==> src/rtl/pace_pkg.sv <==
package pace_pkg;
  // Strobes from the scan control to the entry datapath.
  typedef struct packed {
    logic step;      // visit the entry at stepIdx this cycle
    logic cfgWrite;  // load the entry at cfgIdx from the config inputs
  } paceCtrl_t;
endpackage

==> src/rtl/pace_control.sv <==
module pace_control
  import pace_pkg::*;
#(
  parameter int DEPTH  = 24,
  parameter int IDX_W  = 5,
  parameter int PEND_W = 4
) (
  input  logic             clk,
  input  logic             rstN,
  input  logic             tickIn,
  input  logic             cfgWe,
  input  logic             lastWe,
  input  logic [IDX_W-1:0] lastIdx,
  output paceCtrl_t        ctrl,
  output logic [IDX_W-1:0] stepIdx,
  output logic             busy
);
  localparam logic [IDX_W-1:0]  LAST_MAX = IDX_W'(DEPTH - 1);
  localparam logic [PEND_W-1:0] PEND_MAX = '1;

  logic              scanning;
  logic [IDX_W-1:0]  scanIdx;
  logic [IDX_W-1:0]  scanLast;
  logic [IDX_W-1:0]  lastReg;
  logic [PEND_W-1:0] pendCnt;
  logic [PEND_W-1:0] pendNext;
  logic              start;

  assign start = !scanning && (tickIn || (pendCnt != '0));

  always_comb begin
    pendNext = pendCnt;
    if (tickIn && !start) begin
      pendNext = (pendCnt == PEND_MAX) ? pendCnt : pendCnt + 1'b1;
    end else if (!tickIn && start) begin
      pendNext = pendCnt - 1'b1;
    end
  end

  always_ff @(posedge clk or negedge rstN) begin
    if (!rstN) begin
      scanning <= 1'b0;
      scanIdx  <= '0;
      scanLast <= '0;
      lastReg  <= '0;
      pendCnt  <= '0;
    end else begin
      pendCnt <= pendNext;
      if (lastWe) lastReg <= (lastIdx > LAST_MAX) ? LAST_MAX : lastIdx;
      if (start) begin
        scanning <= 1'b1;
        scanIdx  <= '0;
        scanLast <= lastReg;
      end else if (scanning) begin
        if (scanIdx == scanLast) scanning <= 1'b0;
        else                     scanIdx  <= scanIdx + 1'b1;
      end
    end
  end

  assign ctrl.step     = scanning;
  assign ctrl.cfgWrite = cfgWe;
  assign stepIdx       = scanIdx;
  assign busy          = scanning || (pendCnt != '0);
endmodule

==> src/rtl/pace_datapath.sv <==
module pace_datapath
  import pace_pkg::*;
#(
  parameter int DEPTH  = 24,
  parameter int IDX_W  = 5,
  parameter int RATE_W = 16
) (
  input  logic              clk,
  input  logic              rstN,
  input  paceCtrl_t         ctrl,
  input  logic [IDX_W-1:0]  stepIdx,
  input  logic [IDX_W-1:0]  cfgIdx,
  input  logic              cfgEn,
  input  logic [RATE_W-1:0] cfgIntRate,
  input  logic [RATE_W-1:0] cfgFracRate,
  output logic              svcValid,
  output logic [IDX_W-1:0]  svcGroup
);
  localparam int CNT_W = RATE_W + 1;

  logic [CNT_W-1:0]  cnt   [DEPTH];
  logic [RATE_W-1:0] frac  [DEPTH];
  logic [RATE_W-1:0] rateI [DEPTH];
  logic [RATE_W-1:0] rateF [DEPTH];
  logic [DEPTH-1:0]  en;

  function automatic logic [RATE_W-1:0] effRate(input logic [RATE_W-1:0] r);
    return (r == '0) ? RATE_W'(1) : r;
  endfunction

  // Shared arithmetic for the entry currently being visited.
  logic [CNT_W-1:0]  decCnt;
  logic [RATE_W:0]   fracSum;
  logic [CNT_W-1:0]  reloadCnt;
  logic              hit;

  assign decCnt    = cnt[stepIdx] - 1'b1;
  assign fracSum   = {1'b0, frac[stepIdx]} + {1'b0, rateF[stepIdx]};
  assign reloadCnt = {1'b0, effRate(rateI[stepIdx])} + CNT_W'(fracSum[RATE_W]);
  assign hit       = ctrl.step && en[stepIdx] && (decCnt == '0);

  for (genvar i = 0; i < DEPTH; i++) begin : gEntry
    logic selCfg;
    logic selStep;
    assign selCfg  = ctrl.cfgWrite && (cfgIdx == IDX_W'(i));
    assign selStep = ctrl.step && (stepIdx == IDX_W'(i)) && en[i];

    always_ff @(posedge clk or negedge rstN) begin
      if (!rstN) begin
        cnt[i]   <= CNT_W'(1);
        frac[i]  <= '0;
        rateI[i] <= '0;
        rateF[i] <= '0;
        en[i]    <= 1'b0;
      end else if (selCfg) begin
        en[i]    <= cfgEn;
        rateI[i] <= cfgIntRate;
        rateF[i] <= cfgFracRate;
        cnt[i]   <= {1'b0, effRate(cfgIntRate)};
        frac[i]  <= '0;
      end else if (selStep) begin
        if (decCnt == '0) begin
          cnt[i]  <= reloadCnt;
          frac[i] <= fracSum[RATE_W-1:0];
        end else begin
          cnt[i]  <= decCnt;
        end
      end
    end
  end

  always_ff @(posedge clk or negedge rstN) begin
    if (!rstN) begin
      svcValid <= 1'b0;
      svcGroup <= '0;
    end else begin
      svcValid <= hit;
      if (hit) svcGroup <= stepIdx;
    end
  end
endmodule

==> src/rtl/pace_timer_bank.sv <==
module pace_timer_bank
  import pace_pkg::*;
#(
  parameter int DEPTH  = 24,
  parameter int RATE_W = 16,
  parameter int PEND_W = 4,
  parameter int IDX_W  = $clog2(DEPTH)
) (
  input  logic              clk,
  input  logic              rstN,
  input  logic              tickIn,
  input  logic              cfgWe,
  input  logic [IDX_W-1:0]  cfgIdx,
  input  logic              cfgEn,
  input  logic [RATE_W-1:0] cfgIntRate,
  input  logic [RATE_W-1:0] cfgFracRate,
  input  logic              lastWe,
  input  logic [IDX_W-1:0]  lastIdx,
  output logic              svcValid,
  output logic [IDX_W-1:0]  svcGroup,
  output logic              busy
);
  paceCtrl_t        ctrl;
  logic [IDX_W-1:0] stepIdx;

  pace_control #(.DEPTH(DEPTH), .IDX_W(IDX_W), .PEND_W(PEND_W)) uCtrl (
    .clk(clk), .rstN(rstN), .tickIn(tickIn), .cfgWe(cfgWe),
    .lastWe(lastWe), .lastIdx(lastIdx),
    .ctrl(ctrl), .stepIdx(stepIdx), .busy(busy)
  );

  pace_datapath #(.DEPTH(DEPTH), .IDX_W(IDX_W), .RATE_W(RATE_W)) uData (
    .clk(clk), .rstN(rstN), .ctrl(ctrl), .stepIdx(stepIdx),
    .cfgIdx(cfgIdx), .cfgEn(cfgEn), .cfgIntRate(cfgIntRate),
    .cfgFracRate(cfgFracRate), .svcValid(svcValid), .svcGroup(svcGroup)
  );
endmodule

==> config.mk <==
export PLATFORM = sky130hd
export DESIGN_NAME = pace_timer_bank
export DESIGN_NICKNAME = d
export VERILOG_FILES = /design/src/rtl/pace_pkg.sv /design/src/rtl/pace_control.sv /design/src/rtl/pace_datapath.sv /design/src/rtl/pace_timer_bank.sv
export SDC_FILE = /design/constraint.sdc
export NUM_CORES = 2
export LEC_CHECK = 0
export BUFFER_PORTS_ARGS = -buffer_cell sky130_fd_sc_hd__buf_2
export CAP_MARGIN = 20
export CELL_PAD_IN_SITES_DETAIL_PLACEMENT = 1
export CELL_PAD_IN_SITES_GLOBAL_PLACEMENT = 1
export CORE_MARGIN = 1.5
export CORE_UTILIZATION = 53
export CTS_BUF_LIST = sky130_fd_sc_hd__clkbuf_4 sky130_fd_sc_hd__clkbuf_8
export DETAILED_ROUTE_END_ITERATION = 12
export HOLD_SLACK_MARGIN = 0.02
export PLACE_DENSITY_LB_ADDON = 0.08
export SLEW_MARGIN = 10
export SYNTH_ARGS = -nofsm -noshare
export SYNTH_HDL_FRONTEND = slang
export SYNTH_SLANG_ARGS = --single-unit
==> constraint.sdc <==
create_clock -name clk -period 11.2 [get_ports clk]
set_input_delay 1.12 -clock clk [delete_from_list [all_inputs] [get_ports clk]]
set_output_delay 1.12 -clock clk [all_outputs]
set_load 0.005 [all_outputs]
### Word level (Yosys, flattened, before mapping)

Index checks and enable logic that the tools add are counted.

| storage, ports and cells | value |
|---|---|
| register bits | 1610 |
| ROM bits | 0 |
| input bits | 48 |
| bits in latches | 0 |
| memory bits (writable) | 0 |
| logic and storage cells | 475 |
| memories | 0 |

| operators by class | value |
|---|---|
| reductions and logical operators | 164 |
| muxes and demuxes | 124 |
| shift operators | 0 |
| bitwise logic cells | 1 |
| equality and inequality tests | 50 |
| order comparisons | 3 |
| multipliers | 0 |
| divide/modulo/power cells | 0 |
| add/subtract/negate cells | 6 |

Operator list:

| kind | count |
|---|---|
| $mux 16 | 57 |
| $mux 17 | 51 |
| $bmux 16 s5 | 3 |
| $reduce_bool 2->1 | 50 |
| $bmux 17 s5 | 1 |
| $eq 5x4->1 const B | 16 |
| $eq 5x5->1 const B | 16 |
| $logic_and 1x1->1 | 77 |
| $reduce_and 2->1 | 26 |
| $eq 5x3->1 const B | 8 |
| $logic_not 16->1 | 2 |
| $eq 5x2->1 const B | 4 |
| $mux 5 | 4 |
| $add 16x1->17 | 1 |
| $add 16x16->17 | 1 |
| $logic_not 17->1 | 1 |
| $sub 17x1->17 const B | 1 |
| $mux 4 | 3 |
| $eq 5x1->1 const B | 2 |
| $logic_not 5->1 | 2 |
| $ge 6x6->1 const B | 1 |
| $lt 5x6->1 const B | 1 |
| $not 5->6 | 1 |
| $add 5x1->5 const B | 1 |
| 12 further kinds | 18 |

### Depth between registers and ports, before layout

| depth | value |
|---|---|
| depth after elaboration | 10 |
| depth in mapped cells | 40 |
| gate-level depth less buffers | 26 |

### Modules after synthesis

Synthesis repeated with hierarchy kept, for this count alone.

| unflattened totals | value |
|---|---|
| cell total of the unflattened synthesis | 8461 |
| area total of the unflattened synthesis | 80752.4 um^2 |

By module, submodules not included:

| module | times used | area an instance (um^2) | cells each |
|---|---|---|---|
| pace_datapath | 1 | 79762.7 | 8368 |
| pace_control | 1 | 989.7 | 93 |

### Worst setup path before layout

Ideal clock, no wire load.

| path | value |
|---|---|
| path kind | reg2reg |
| from | reg uCtrl.scanIdx[0] (netlist: uCtrl.stepIdx[0]) |
| to | reg uData.cnt[403] (netlist name) |
| required time | 11.117 ns |
| cell stages (with the launch flop) | 39 |
| path slack | 3.241 ns |
| data arrival time | 7.876 ns |
| setup time | 0.083 ns |
| cell sequence | dfrtp_1 > buf_6 > buf_6 > buf_6 > buf_6 > buf_4 > buf_6 > buf_4 > buf_4 > buf_4 > buf_4 > buf_2 > buf_2 > buf_2 > buf_2 > mux4_2 > a221oi_1 > nor2_1 > [3 not listed] > a21oi_1 > o211ai_1 > a21oi_1 > o311a_1 > o21ai_0 > a21boi_0 > o21ai_0 > nand2b_1 > ha_1 > ha_1 > o21ai_0 > nor4_1 > nand3_1 > xnor2_1 > o41ai_4 > buf_2 > mux2i_1 > o21ai_0 |

| between the ends | value |
|---|---|
| word-level cells in the longest chain between the ends | 10 |
| elaborated cells on any way between the ends | 26 |
| classes of those cells | add/sub (3); mux (16); bitwise (1); reduce/logical (6) |

Ends and longest elaborated chain:

| what | RTL line | source |
|---|---|---|
| start: declaration | pace_control.sv:22 | `logic [IDX_W-1:0] scanIdx;` |
| start signal: assignment | pace_control.sv:56 | `else scanIdx <= scanIdx + 1'b1;` |
| branches (longest 10 deep; another with $add 16x16->17) | - |  |
| end signal: indexed assignment | pace_datapath.sv:59 | `cnt[i] <= {1'b0, effRate(cfgIntRate)};` |
| end signal: indexed assignment | pace_datapath.sv:63 | `cnt[i] <= reloadCnt;` |
| end signal: indexed assignment | pace_datapath.sv:66 | `cnt[i] <= decCnt;` |
| end: declaration | pace_datapath.sv:21 | `logic [CNT_W-1:0] cnt [DEPTH];` |

Parallel ways; which one is timed is not known. The select of a mux whose other input is x is not followed.
A chain may end at the register's enable or synchronous reset.

### Final worst setup path

| path | value |
|---|---|
| from | reg uCtrl.scanIdx[0] (netlist: uCtrl.stepIdx[0]) |
| to | reg uData.cnt[285] (netlist name) |

Same word-level chain as after synthesis.

==> run summary <==
CP max-delay cell = dfrtp_4
Clock share of power = 21.6%
Worst R2R Path Depth = 27
Synth warn = 0
Startpoint types = register
Post-DP HPWL = 179000 um
Sequential power share = 30.5%
Largest net degree at the start of global routing = 206
Dpl cell area = 0.0812 sq mm
P_leak = 39.2 nW
Post-synth EDFFs = 0
Clk_skew = 0.0605 ns
CP Capture Type = register
Layout Nets = 7781
IO Count = 55
Setup repair bufs after CTS = 0
Die Span Y = 390 um
Initial Util = 53.6%
Cells after synthesis = 7864
Gate power share = 47.9%
Synth area leader = dfrtp_1
Flop and latch count out of synthesis = 1610
Post-CTS Resized = 0
HP Class = in -> async
Placer Congestion = 0.942
Drt first-iter violations = 7613
Routed WL per cell = 31.7 um
Die area = 0.152 sq mm
Tmin final = 8.18 ns
Post-Route WL = 314000 um
FP Rows = 141
Number of global-route vias before repair = 69800
Most common cell after layout, fill and taps aside = nand2_1
Family with the most delay on the worst path = compound AO/OA/AOI/OAI gates
Post-synth ARST share = 100%
Status = complete, no violations
Clock Tree Buf Depth = 4
Top achievable clock speed = 122 MHz
Total CTS buffers = 299
All-Layer GR Usage = 41.5%
DRT antenna net count = 0
DRT Pass-1 Iters = 6
Slew margin rel. = 15.8%
Multi-input gate area = 0.0365 sq mm
# fillers = 15900
Worst r2r dst = uData.cnt[285]$_DFFE_PN0P_
CP most frequent cell = o21ai_0
Core outline area = 0.148 sq mm
Sw frac = 44.4%
Vias per Instance = 6.67
RSZ-0062 raised after global routing = no
Critical Path Max Stage Delay = 0.73 ns
Data required time of the worst path = 12.07 ns
Mapped Nets = 7941
Root Buffer = clkbuf_8
Flop-to-flop setup slack = 3.02 ns
Main flop type after synthesis = dfrtp_1
Vias = 66100
Switching Power = 12.3 mW
Area Growth Syn to Fin = 9.96%
WP data arrival = 9.05 ns
Port bufs = 54
Synthesized area per cell = 10.1 sq um
Setup_tns = 0 ns
Hold_buf cts = 0
Syn Std Cell Area = 0.0795 sq mm
Synth cell types = 91
Reg-to-Reg Start = uCtrl.stepIdx[0]$_DFFE_PN0P_
Dominant cells by area after synthesis = dfrtp_1 50%, nand2_1 13%, mux4_2 11%
First-pass GRT wire length = 465000 um
Slew Limit Fails = 0
Maxcap violations = 0
Post-Layout Inst Area = 0.0875 sq mm
Sequential-to-total area share from yosys stat = 50.7%
Remaining Overflow, GRT = 0
Slew at the pin closest to its max-slew limit = 1.26 ns
CP Class = reg -> reg
Final Hold Fails = 0
Final setup fails = 0
Layout cells sized above 1 = 17.2%
Initial antenna violation count = 26
Htree depth = 5
# clock sinks = 1610
Buffers & Inverters on Critical Path = 4
Clock transition at path regs = 0.06 ns
Final worst-path cycle share = 73.0%
CTS tree = done
Worst-Skew Late Latency = 1.01 ns
DRC Markers = 0
Internal = 15.4 mW
Die W = 390 um
PwrDens = 316 mW/mm^2
Worst-path fanout max = 28
Top-area cell type share of the netlist area = 49.9%
Max VDD drop = 405 uV
Most frequent cells in the layout = 2647 x nand2_1, 1581 x dfrtp_1, 548 x mux2i_1, 494 x o21ai_0, 420 x nor2_1
Register area = 0.0403 sq mm
-- flip-flops by register name, indices dropped and copies added, names as in the netlist --
name            count
uData.cnt         408
uData.en           24
uCtrl.stepIdx       5
uData.rateI       384
uCtrl.scanning      1
uData.rateF       384
uCtrl.pendCnt       4
uData.svcGroup      5
uCtrl.lastReg       5
uCtrl.scanLast      5
uData.frac        384
uData.svcValid      1
-- per-layer routing --
layer | share of wire [%] | routed length (um) | global-route usage [%] | vias up
li1 | - | - | - | 26500
met1 | 39 | 123000 | 57.1 | 34700
met2 | 44 | 140000 | 62.3 | 3972
met3 | 11 | 35500 | 10.4 | 982
met4 | 5.0 | 15600 | 19.2 | 12
met5 | 0.028 | 87 | 0 | -
-- stage by stage --
| stage | power [mW] | instances | setup WS, ns | hold WS (ns) | util, % |
|---|---|---|---|---|---|
| finish | 27.7 | 9915 | 3.02 | 0.0681 | 59.0 |
| global route | 28.8 | 9910 | 2.64 | 0.105 | 58.9 |
| CTS | 27.3 | 9899 | 2.97 | 0.110 | 58.9 |
| detailed placement | 21.3 | 9398 | 3.04 | 0.458 | 54.7 |
| global placement | 20.7 | 9389 | 3.33 | 0.453 | 54.6 |
| floorplan | 16.8 | 7864 | 3.24 | 0.440 | - |
-- power by group through the flow --
stage | Combinational [mW] | Clock, mW | Sequential [mW]
2_1_floorplan | 8.78 | 0 | 7.99
3_3_place_gp | 12.4 | 0 | 8.35
3_5_place_dp | 12.8 | 0 | 8.44
4_1_cts | 12.9 | 6.02 | 8.37
5_1_grt | 13.9 | 6.27 | 8.56
6_report | 13.3 | 5.98 | 8.44
-- cells in the mapped netlist, drive strengths merged (3+ instances only) --
library cell     n
a211oi          30
a21o             3
a21oi          218
a221o            6
a221oi          42
a22o             3
a22oi           14
a31oi           31
a41oi           25
and2             6
and3            36
and3b            4
buf            198
clkbuf         500
dfrtp         1586
dfstp           24
ha              27
inv             20
mux2            41
mux2i          548
mux4           402
nand2         2671
nand2b          14
nand3           46
nand3b          11
nand4            4
nand4b           7
nor2           449
nor2b           15
nor3            14
nor3b            4
nor4            34
o2111ai          4
o211ai          26
o21ai          632
o21bai           3
o22ai           20
o31ai            6
o41ai           16
or2             11
or3             30
or4              4
xnor2           36
xor2            13
-- layout make-up --
class	instances	share of cell area, %
diodes	9	0.0257
clock buffers	478	6.83
clock inverters	23	0.202
inverters	21	0.0915
multi-input cells	5535	41.7
flip-flops and latches	1610	46.1
well taps	2002	2.86
repair buffers	237	2.18
-- kinds of logic (layout without fill, tap and decap cells) --
group / count (synthesis) / count (layout) / share of synthesized area (%)
xor+xnor: 49 / 49 / 0.549
other cells: 0 / 9 / 0
buf+inv: 719 / 759 / 4.19
compound gates: 1099 / 1099 / 8.21
mux: 991 / 991 / 18.9
fa+ha+maj: 29 / 29 / 0.475
flops: 1610 / 1610 / 50.7
simple gates: 3367 / 3367 / 17.0
-- how the worst max path moves through the flow --
stage,startpoint,endpoint,cells after the start
2_1_floorplan,uCtrl.stepIdx[0]$_DFFE_PN0P_,uData.cnt[403]$_DFFE_PN0P_,38
3_5_place_dp,uCtrl.stepIdx[0]$_DFFE_PN0P_,uData.cnt[64]$_DFFE_PN0P_,26
6_report,uCtrl.stepIdx[0]$_DFFE_PN0P_,uData.cnt[285]$_DFFE_PN0P_,27
3_3_place_gp,uCtrl.stepIdx[0]$_DFFE_PN0P_,uData.cnt[319]$_DFFE_PN0P_,26
4_1_cts,uCtrl.stepIdx[0]$_DFFE_PN0P_,uData.cnt[50]$_DFFE_PN0P_,27
5_1_grt,uCtrl.stepIdx[0]$_DFFE_PN0P_,uData.cnt[285]$_DFFE_PN0P_,27
Note: power is estimated with default switching activity, not from simulation.
